--- src/rtl/alarm_pkg.sv ---
package alarm_pkg;
  localparam int NUM_FIELDS = 6;
  localparam int FIELD_W    = 8;
  localparam int TIME_W     = NUM_FIELDS * FIELD_W;

  // All enabled fields equal and at least one field enabled.
  function automatic logic fields_match(input logic [TIME_W-1:0] now,
                                        input logic [TIME_W-1:0] val,
                                        input logic [NUM_FIELDS-1:0] en);
    logic [NUM_FIELDS-1:0] eq;
    for (int f = 0; f < NUM_FIELDS; f++)
      eq[f] = (now[f*FIELD_W +: FIELD_W] == val[f*FIELD_W +: FIELD_W]);
    return (|en) && (&(eq | ~en));
  endfunction
endpackage

--- src/rtl/alarm_slot.sv ---
module alarm_slot
  import alarm_pkg::*;
(
  input  logic                  clk,
  input  logic                  rst_n,
  input  logic                  tick,
  input  logic [TIME_W-1:0]     now,
  input  logic                  wr,
  input  logic [TIME_W-1:0]     wr_val,
  input  logic [NUM_FIELDS-1:0] wr_en,
  input  logic                  wr_repeat,
  input  logic                  wr_arm,
  input  logic                  clr,
  output logic                  flag,
  output logic                  armed
);
  logic [TIME_W-1:0]     val_q;
  logic [NUM_FIELDS-1:0] en_q;
  logic                  rep_q;
  logic                  armed_q;
  logic                  flag_q;
  logic                  fields_ok;
  logic                  hit;

  assign fields_ok = fields_match(now, val_q, en_q);
  assign hit       = tick && armed_q && fields_ok;

  always_ff @(posedge clk or negedge rst_n) begin
    if (!rst_n) begin
      val_q   <= '0;
      en_q    <= '0;
      rep_q   <= 1'b0;
      armed_q <= 1'b0;
    end else if (wr) begin
      val_q   <= wr_val;
      en_q    <= wr_en;
      rep_q   <= wr_repeat;
      armed_q <= wr_arm;
    end else if (hit && !rep_q) begin
      armed_q <= 1'b0;
    end
  end

  always_ff @(posedge clk or negedge rst_n) begin
    if (!rst_n)   flag_q <= 1'b0;
    else if (hit) flag_q <= 1'b1;
    else if (clr) flag_q <= 1'b0;
  end

  assign flag  = flag_q;
  assign armed = armed_q;

  assert_hit_sets_flag_R2: assert property (@(posedge clk) disable iff (!rst_n)
    hit |=> flag_q);
  assert_empty_mask_idle_R4: assert property (@(posedge clk) disable iff (!rst_n)
    (en_q == '0) |-> !hit);
  assert_rise_needs_tick_R5: assert property (@(posedge clk) disable iff (!rst_n)
    $rose(flag_q) |-> $past(tick));
  assert_oneshot_disarm_R6: assert property (@(posedge clk) disable iff (!rst_n)
    (hit && !rep_q && !wr) |=> !armed_q);
  assert_repeat_keeps_R7: assert property (@(posedge clk) disable iff (!rst_n)
    (hit && rep_q && !wr) |=> armed_q);
  assert_flag_sticky_R8: assert property (@(posedge clk) disable iff (!rst_n)
    (flag_q && !clr) |=> flag_q);
  assert_rise_needs_arm_R11: assert property (@(posedge clk) disable iff (!rst_n)
    $rose(flag_q) |-> $past(armed_q));
endmodule

--- src/rtl/irq_combine.sv ---
module irq_combine #(
  parameter int N = 2
) (
  input  logic [N-1:0] flags,
  input  logic [N-1:0] mask,
  output logic         irq_n
);
  logic [N-1:0] live;
  assign live  = flags & ~mask;
  assign irq_n = ~(|live);
endmodule

--- src/rtl/alarm_match_unit.sv ---
module alarm_match_unit
  import alarm_pkg::*;
#(
  parameter int NUM_ALARMS = 2,
  localparam int IDX_W = (NUM_ALARMS > 1) ? $clog2(NUM_ALARMS) : 1
) (
  input  logic                  clk,
  input  logic                  rst_n,
  input  logic                  tick_1hz,
  input  logic [TIME_W-1:0]     now_bcd,
  input  logic                  cfg_wr,
  input  logic [IDX_W-1:0]      cfg_idx,
  input  logic [TIME_W-1:0]     cfg_val,
  input  logic [NUM_FIELDS-1:0] cfg_en,
  input  logic                  cfg_repeat,
  input  logic                  cfg_arm,
  input  logic [NUM_ALARMS-1:0] flag_clr,
  input  logic [NUM_ALARMS-1:0] irq_mask,
  output logic [NUM_ALARMS-1:0] alarm_flag,
  output logic [NUM_ALARMS-1:0] alarm_armed,
  output logic                  irq_n
);
  logic [NUM_ALARMS-1:0] slot_wr;

  for (genvar g = 0; g < NUM_ALARMS; g++) begin : g_slot
    assign slot_wr[g] = cfg_wr && (cfg_idx == IDX_W'(g));
    alarm_slot u_slot (
      .clk       (clk),
      .rst_n     (rst_n),
      .tick      (tick_1hz),
      .now       (now_bcd),
      .wr        (slot_wr[g]),
      .wr_val    (cfg_val),
      .wr_en     (cfg_en),
      .wr_repeat (cfg_repeat),
      .wr_arm    (cfg_arm),
      .clr       (flag_clr[g]),
      .flag      (alarm_flag[g]),
      .armed     (alarm_armed[g])
    );
  end

  irq_combine #(.N(NUM_ALARMS)) u_irq (
    .flags (alarm_flag),
    .mask  (irq_mask),
    .irq_n (irq_n)
  );

  assert_irq_low_needs_flag_R9: assert property (@(posedge clk) disable iff (!rst_n)
    !irq_n |-> (alarm_flag != '0));
endmodule

--- config.mk ---
export PLATFORM = sky130hd
export DESIGN_NAME = alarm_match_unit
export DESIGN_NICKNAME = d
export VERILOG_FILES = /design/src/rtl/alarm_pkg.sv /design/src/rtl/alarm_slot.sv /design/src/rtl/irq_combine.sv /design/src/rtl/alarm_match_unit.sv
export SDC_FILE = /design/constraint.sdc
export NUM_CORES = 1
export LEC_CHECK = 0
export BUFFER_PORTS_ARGS = -buffer_cell sky130_fd_sc_hd__buf_2
export CAP_MARGIN = 20
export CELL_PAD_IN_SITES_DETAIL_PLACEMENT = 1
export CELL_PAD_IN_SITES_GLOBAL_PLACEMENT = 1
export CORE_MARGIN = 3
export CORE_UTILIZATION = 45
export CTS_BUF_LIST = sky130_fd_sc_hd__clkbuf_4
export DETAILED_ROUTE_END_ITERATION = 8
export PLACE_DENSITY_LB_ADDON = 0.1
export SETUP_SLACK_MARGIN = 0.5
export SLEW_MARGIN = 20
export SYNTH_ARGS = -nofsm -noshare
export SYNTH_HDL_FRONTEND = slang
export SYNTH_HIERARCHICAL = 1
export SYNTH_SLANG_ARGS = --single-unit
--- constraint.sdc ---
create_clock -name clk -period 2.3 [get_ports clk]
set_input_delay 0.23 -clock clk [delete_from_list [all_inputs] [get_ports clk]]
set_output_delay 0.23 -clock clk [all_outputs]
set_load 0.01 [all_outputs]
Yosys cells after proc, flatten, opt, wreduce, memory -nomap -nowiden
Cells that the tools add are included.

word-level totals
  bits in registers = 114
  word-level logic and storage cells = 59

cells by class
  mux-type cells = 8
  bitwise operators = 8
  reduce and logical (&&, ||, !) cells = 21
  equal/unequal tests = 12

operators with widths
  operator             count
  $eq A8 B8 Y1         12
  $not A6 Y6           2
  $or A6 B6 Y6         2
  $reduce_and A6 Y1    2
  $reduce_or A6 Y1     2
  $logic_and A1 B1 Y1  10
  $mux W1              8
  $reduce_bool A2 Y1   4
  $and A2 B2 Y2        1
  $logic_not A1 Y1     2
  $not A1 Y1           2
  $not A2 Y2           1
  $reduce_or A2 Y1     1

Logic depth before layout (Yosys ltp)
  depth after elaboration = 8
  depth in mapped cells = 6
  depth with buffers taken out = 6

Cells and area by module
Netlist, hierarchy kept.

modules (own cells, without submodules)
  module            area an instance (um2)  sequential area each (um2)  cells each  times used
  alarm_slot        2652.5                  1426.4                      193         2
  irq_combine       20.0                    0.0                         3           1
  alarm_match_unit  16.3                    0.0                         2           1

Least setup slack after synthesis
OpenSTA, ideal clock, no wires.

  path kind = flip-flop to flip-flop
  from = reg g_slot[0].u_slot.en_q[2]
  to = reg g_slot[0].u_slot.armed_q
  path buffers = 0
  clock period less this slack = 1.502 ns
  data arrival time = 1.425 ns
  setup slack = 0.798 ns
  stages on the path, launching flop included = 6
  cells stage by stage = dfrtp_1 > or4_1 > o311a_1 > nand4_1 > o31ai_1 > o21ai_1

on the way
  word-level cells in the longest chain between the ends = 7
  elaborated cells between the ends (all ways) = 8
  classes of those cells = bitwise: 2; reduce/logical: 6

ends and longest elaborated chain
  what                            line              RTL
  from (decl)                     alarm_slot.sv:18  logic [NUM_FIELDS-1:0] en_q;
  from (signal assigned)          alarm_slot.sv:36  en_q <= wr_en;
  $not A6 Y6                      alarm_pkg.sv:13   return (|en) && (&(eq | ~en));
  $or A6 B6 Y6                    alarm_pkg.sv:13
  $reduce_and A6 Y1               alarm_pkg.sv:13
  $logic_and A1 B1 Y1 *           alarm_pkg.sv:13
  $logic_and A1 B1 Y1 *           alarm_slot.sv:26  assign hit = tick && armed_q && fields_ok;
  $logic_and A1 B1 Y1 *           alarm_slot.sv:39  end else if (hit && !rep_q) begin
  $reduce_bool A2 Y1 (no line) *  --
  to (signal assigned)            alarm_slot.sv:38  armed_q <= wr_arm;
  to (decl)                       alarm_slot.sv:20  logic armed_q;

Mark *: on every way between the ends. The rest lies on a longest branch, timed or not.
A chain may end at the register's enable or synchronous reset.

Worst setup path in the final report
  from = reg g_slot[1].u_slot.en_q[2]
  to = reg g_slot[1].u_slot.armed_q

on the way
  word-level cells in the longest chain between the ends = 7
  elaborated cells between the ends (all ways) = 8
  classes of those cells = bitwise: 2; reduce/logical: 6

ends and longest elaborated chain
  what                            line
  from (decl)                     alarm_slot.sv:18
  from (signal assigned)          alarm_slot.sv:36
  $not A6 Y6                      alarm_pkg.sv:13
  $or A6 B6 Y6                    alarm_pkg.sv:13
  $reduce_and A6 Y1               alarm_pkg.sv:13
  $logic_and A1 B1 Y1 *           alarm_pkg.sv:13
  $logic_and A1 B1 Y1 *           alarm_slot.sv:26
  $logic_and A1 B1 Y1 *           alarm_slot.sv:39
  $reduce_bool A2 Y1 (no line) *  --
  to (signal assigned)            alarm_slot.sv:38
  to (decl)                       alarm_slot.sv:20

Marked as above.

==> impl_metrics.csv <==
group,metric,value,unit
sta,grt_setup_unrepaired,"false",
global_route,groute.usage.overall,21.1,%
global_route,antenna_found_initial,0,
yosys,synth_area,5340,um2
place,port_buffers,117,
worst_setup_path,worst_setup_path_start_kind,"register",
global_route,grt_max_degree,58,
sta,period_needed,1680,ps
worst_setup_path,crit_fanout,3,
yosys,synth_edf_count,0,
power,comb_power_share,21.7,%
yosys,synth_simple_gate_area_share,3.96,%
power,switching_share,27.4,%
yosys,synth_area_leaders,"dfrtp_1 (53%), mux2_2 (23%), xnor2_1 (16%), nand4_1 (3.0%), o21ai_0 (1.1%)",
clock_network,post_cts_buffers,0,
clock_network,cts_root_buffer,"clkbuf_4",
worst_setup_path,arrival,2110,ps
power,pwr-share-seq,53.1,%
cells_and_area,drive_gt1_share,43.6,%
sta,fin_skew,11.3,ps
yosys,synth_ff_type,"dfrtp_1",
yosys,synthAdderAreaFrac,0,%
yosys,synth_top_family_by_area,"multiplexers",
yosys,yosysTopAreaCell,"dfrtp_1",
clock_network,cts_tree,"built",
power,internal_power,3.42,mW
worst_setup_path,max_stage_delay,550,ps
routing,first_pass_iters,4,
cells_and_area,area.growth.synth_to_final,30.0,%
routing,routed_wl,12900,um
yosys,yosysUniqueCellTypes,18,
yosys,yosysMostFrequentCell,"dfrtp_1",
yosys,synth_top_area_share,53.4,%
sta,tightest_slew,646,ps
sta,setup_viol,0,
yosys,async_reset_ff_share,100,%
yosys,syn_area_per_cell,13.7,um2
place,place_congestion,0.734,
worst_setup_path,critical_path_class,"register to register",
hold_path,min_path_type,"input port to register",
floorplan,start_util,46.4,%
worst_setup_path,crit_chain,"or4_1, o311a_1, nand4_1, o31ai_1, o21ai_1",
sta,slew_violations,0,
cells_and_area,antennaDiodeCount,0,
routing,drt-initial-drc-count,105,
yosys,synth_xor_area_share,15.7,%
worst_setup_path,worst_path_dominant_cell_family,"simple AND/OR/NAND/NOR gates",
floorplan,row_count,39,
outcome,status,"complete, no violations",
routing,vias,3752,
global_route,grt_pass1_vias,4258,
global_route,grt_pass1_wl,21100,um
yosys,synth-compound-area-share,2.44,%
worst_setup_path,cp.required,2730,ps
power,vdd_drop_max,365,uV
yosys,synthMuxAreaShare,23.2,%
sta,timing.final.crit_share,72.9,%
yosys,yosys_warnings,6,
clock_network,clk_latency,510,ps
yosys,synthesis.instances,391,
sta,timing.fmax,596,MHz
yosys,ys_seq_area_share,53.4,%
floorplan,die_width,115,um
floorplan,dieArea,13200,um2
routing,wl_per_cell,17.7,um
yosys,synth_common_cells,"dfrtp_1 (114), mux2_2 (110), xnor2_1 (96)",
clock_network,htreeDepth,4,
yosys,ys_seq_elements,114,
power,power_density,680,nW/um2
routing,ant_nets,0,
floorplan,die_h,115,um
sta,slew-limit-headroom,57.0,%
sta,finalSetupTns,0,ps
power,power.share.clock,25.2,%
yosys,synth_nets,504,
global_route,grt_overflow,0,
clock_network,cts_buffer_depth,2,
cells_and_area,fin_nets,691,
sta,hold_viol,0,
floorplan,core_area,11500,um2
routing,drc,0,
clock_network,cts_sinks,114,
power,power,4.72,mW
worst_setup_path,endpoint_kind,"register",
worst_setup_path,crit_buf_inv,0,
power,p_sw,1.29,mW
worst_setup_path,slowest_stage,"or4_1",
run,max_cap_violations,0,
floorplan,io_pins,118,
place,dp_hpwl,9020,um
clock_network,path_clk_slew,100,ps
clock_network,cts_buffers,17,
routing,via_per_inst,5.13,
power,power.leakage,2.89,nW
[state kept, by name, summed over array words and instances, names as in the netlist]
signal and flops:
g_slot.u_slot/en_q 12, g_slot.u_slot/armed 2, g_slot.u_slot/rep_q 2, g_slot.u_slot/val_q 96
g_slot.u_slot/flag 2
[cell usage in the layout (no fill, tap or decap), drive strengths merged]
cell type    netlist  routed
nand2              2       2
dfrtp            114     114
inv                4       4
nand3              2       2
o31ai              2       2
clkinv             0      11
mux2             110     110
o22ai              2       2
nand4             26      26
a22oi              1       1
buf                6     121
o21ai             14      14
clkbuf             6      18
dlygate4sd3        0      59
and2b              1       1
and2               1       1
or4                2       2
bufinv             0       1
o311a              2       2
xnor2             96      96
[power groups by stage]
stage / clock, mW / sequential [mW] / combinational, mW
after floorplan: 0 / 2.49 / 0.640
after global placement: 0 / 2.53 / 0.924
after detailed placement: 0 / 2.55 / 0.956
after CTS: 1.25 / 2.51 / 1.04
after global routing: 1.37 / 2.55 / 1.13
final: 1.19 / 2.51 / 1.02
[per-stage QoR]
step,std cells,utilization [%],instance area (um2),worst slack (ps),hold slack (ps)
floorplan,391,-,5340,798,-65.6
global placement,643,53.3,6140,659,290
detailed placement,643,53.3,6140,617,302
CTS,732,60.2,6940,612,132
global route,732,60.3,6940,534,186
finish,732,60.3,6940,623,217
[cells by family (layout without fill, tap and decap cells)]
logic type	count (synthesis)	in the layout
buffers and inverters	16	214
muxes	110	110
xor gates and xnor gates	96	96
AOI/OAI and AO/OA	21	21
DFF	114	114
and+or+nand+nor	34	34
[area by class of cell]
class                   count  area, um2
multi-input cells         261       2430
flip-flops and latches    114       2850
repair buffers            180       1260
inverters                   4       15.0
well taps                 143        179
fillers                  1203       4570
clock buffers              18        135
clock inverters            12       75.1
[repair_timing]
item	4_1_cts	5_1_grt
endpoints found under the setup margin	0	1
endpoints found under the hold margin	160	0
hold buffers	59	0
gates resized for setup	0	1
[worst register-to-register path: cells and delay by family (launching register included)]
kind / cells / cell delay [ps]
AOI/OAI and AO/OA: 3 / 500
DFF: 1 / 410
and+or+nand+nor: 2 / 690
[final timing paths]
check / cells after the start / from / slack (ps) / to
worst min register to register: 1 / g_slot[0].u_slot/val_q[43]$_DFFE_PN0P_ / 530 / g_slot[0].u_slot/val_q[43]$_DFFE_PN0P_
worst max register to register: 5 / g_slot[1].u_slot/en_q[2]$_DFFE_PN0P_ / 620 / g_slot[1].u_slot/armed$_DFFE_PN0P_
min in group asynchronous: 2 / rst_n / 270 / g_slot[0].u_slot/val_q[7]$_DFFE_PN0P_
worst max-delay path: 5 / g_slot[1].u_slot/en_q[2]$_DFFE_PN0P_ / 620 / g_slot[1].u_slot/armed$_DFFE_PN0P_
max in group asynchronous: 3 / rst_n / 1360 / g_slot[0].u_slot/val_q[18]$_DFFE_PN0P_
worst min-delay path: 4 / tick_1hz / 220 / g_slot[1].u_slot/flag$_DFFE_PN0P_
[per-layer routing]
layer | track usage (%) | part of all wire [%]
met5 | 0 | 0
met4 | 7.98 | 1.3
met3 | 5.58 | 4.5
met2 | 37.7 | 52
met1 | 24.1 | 42
(Power assumes the default switching activity.)
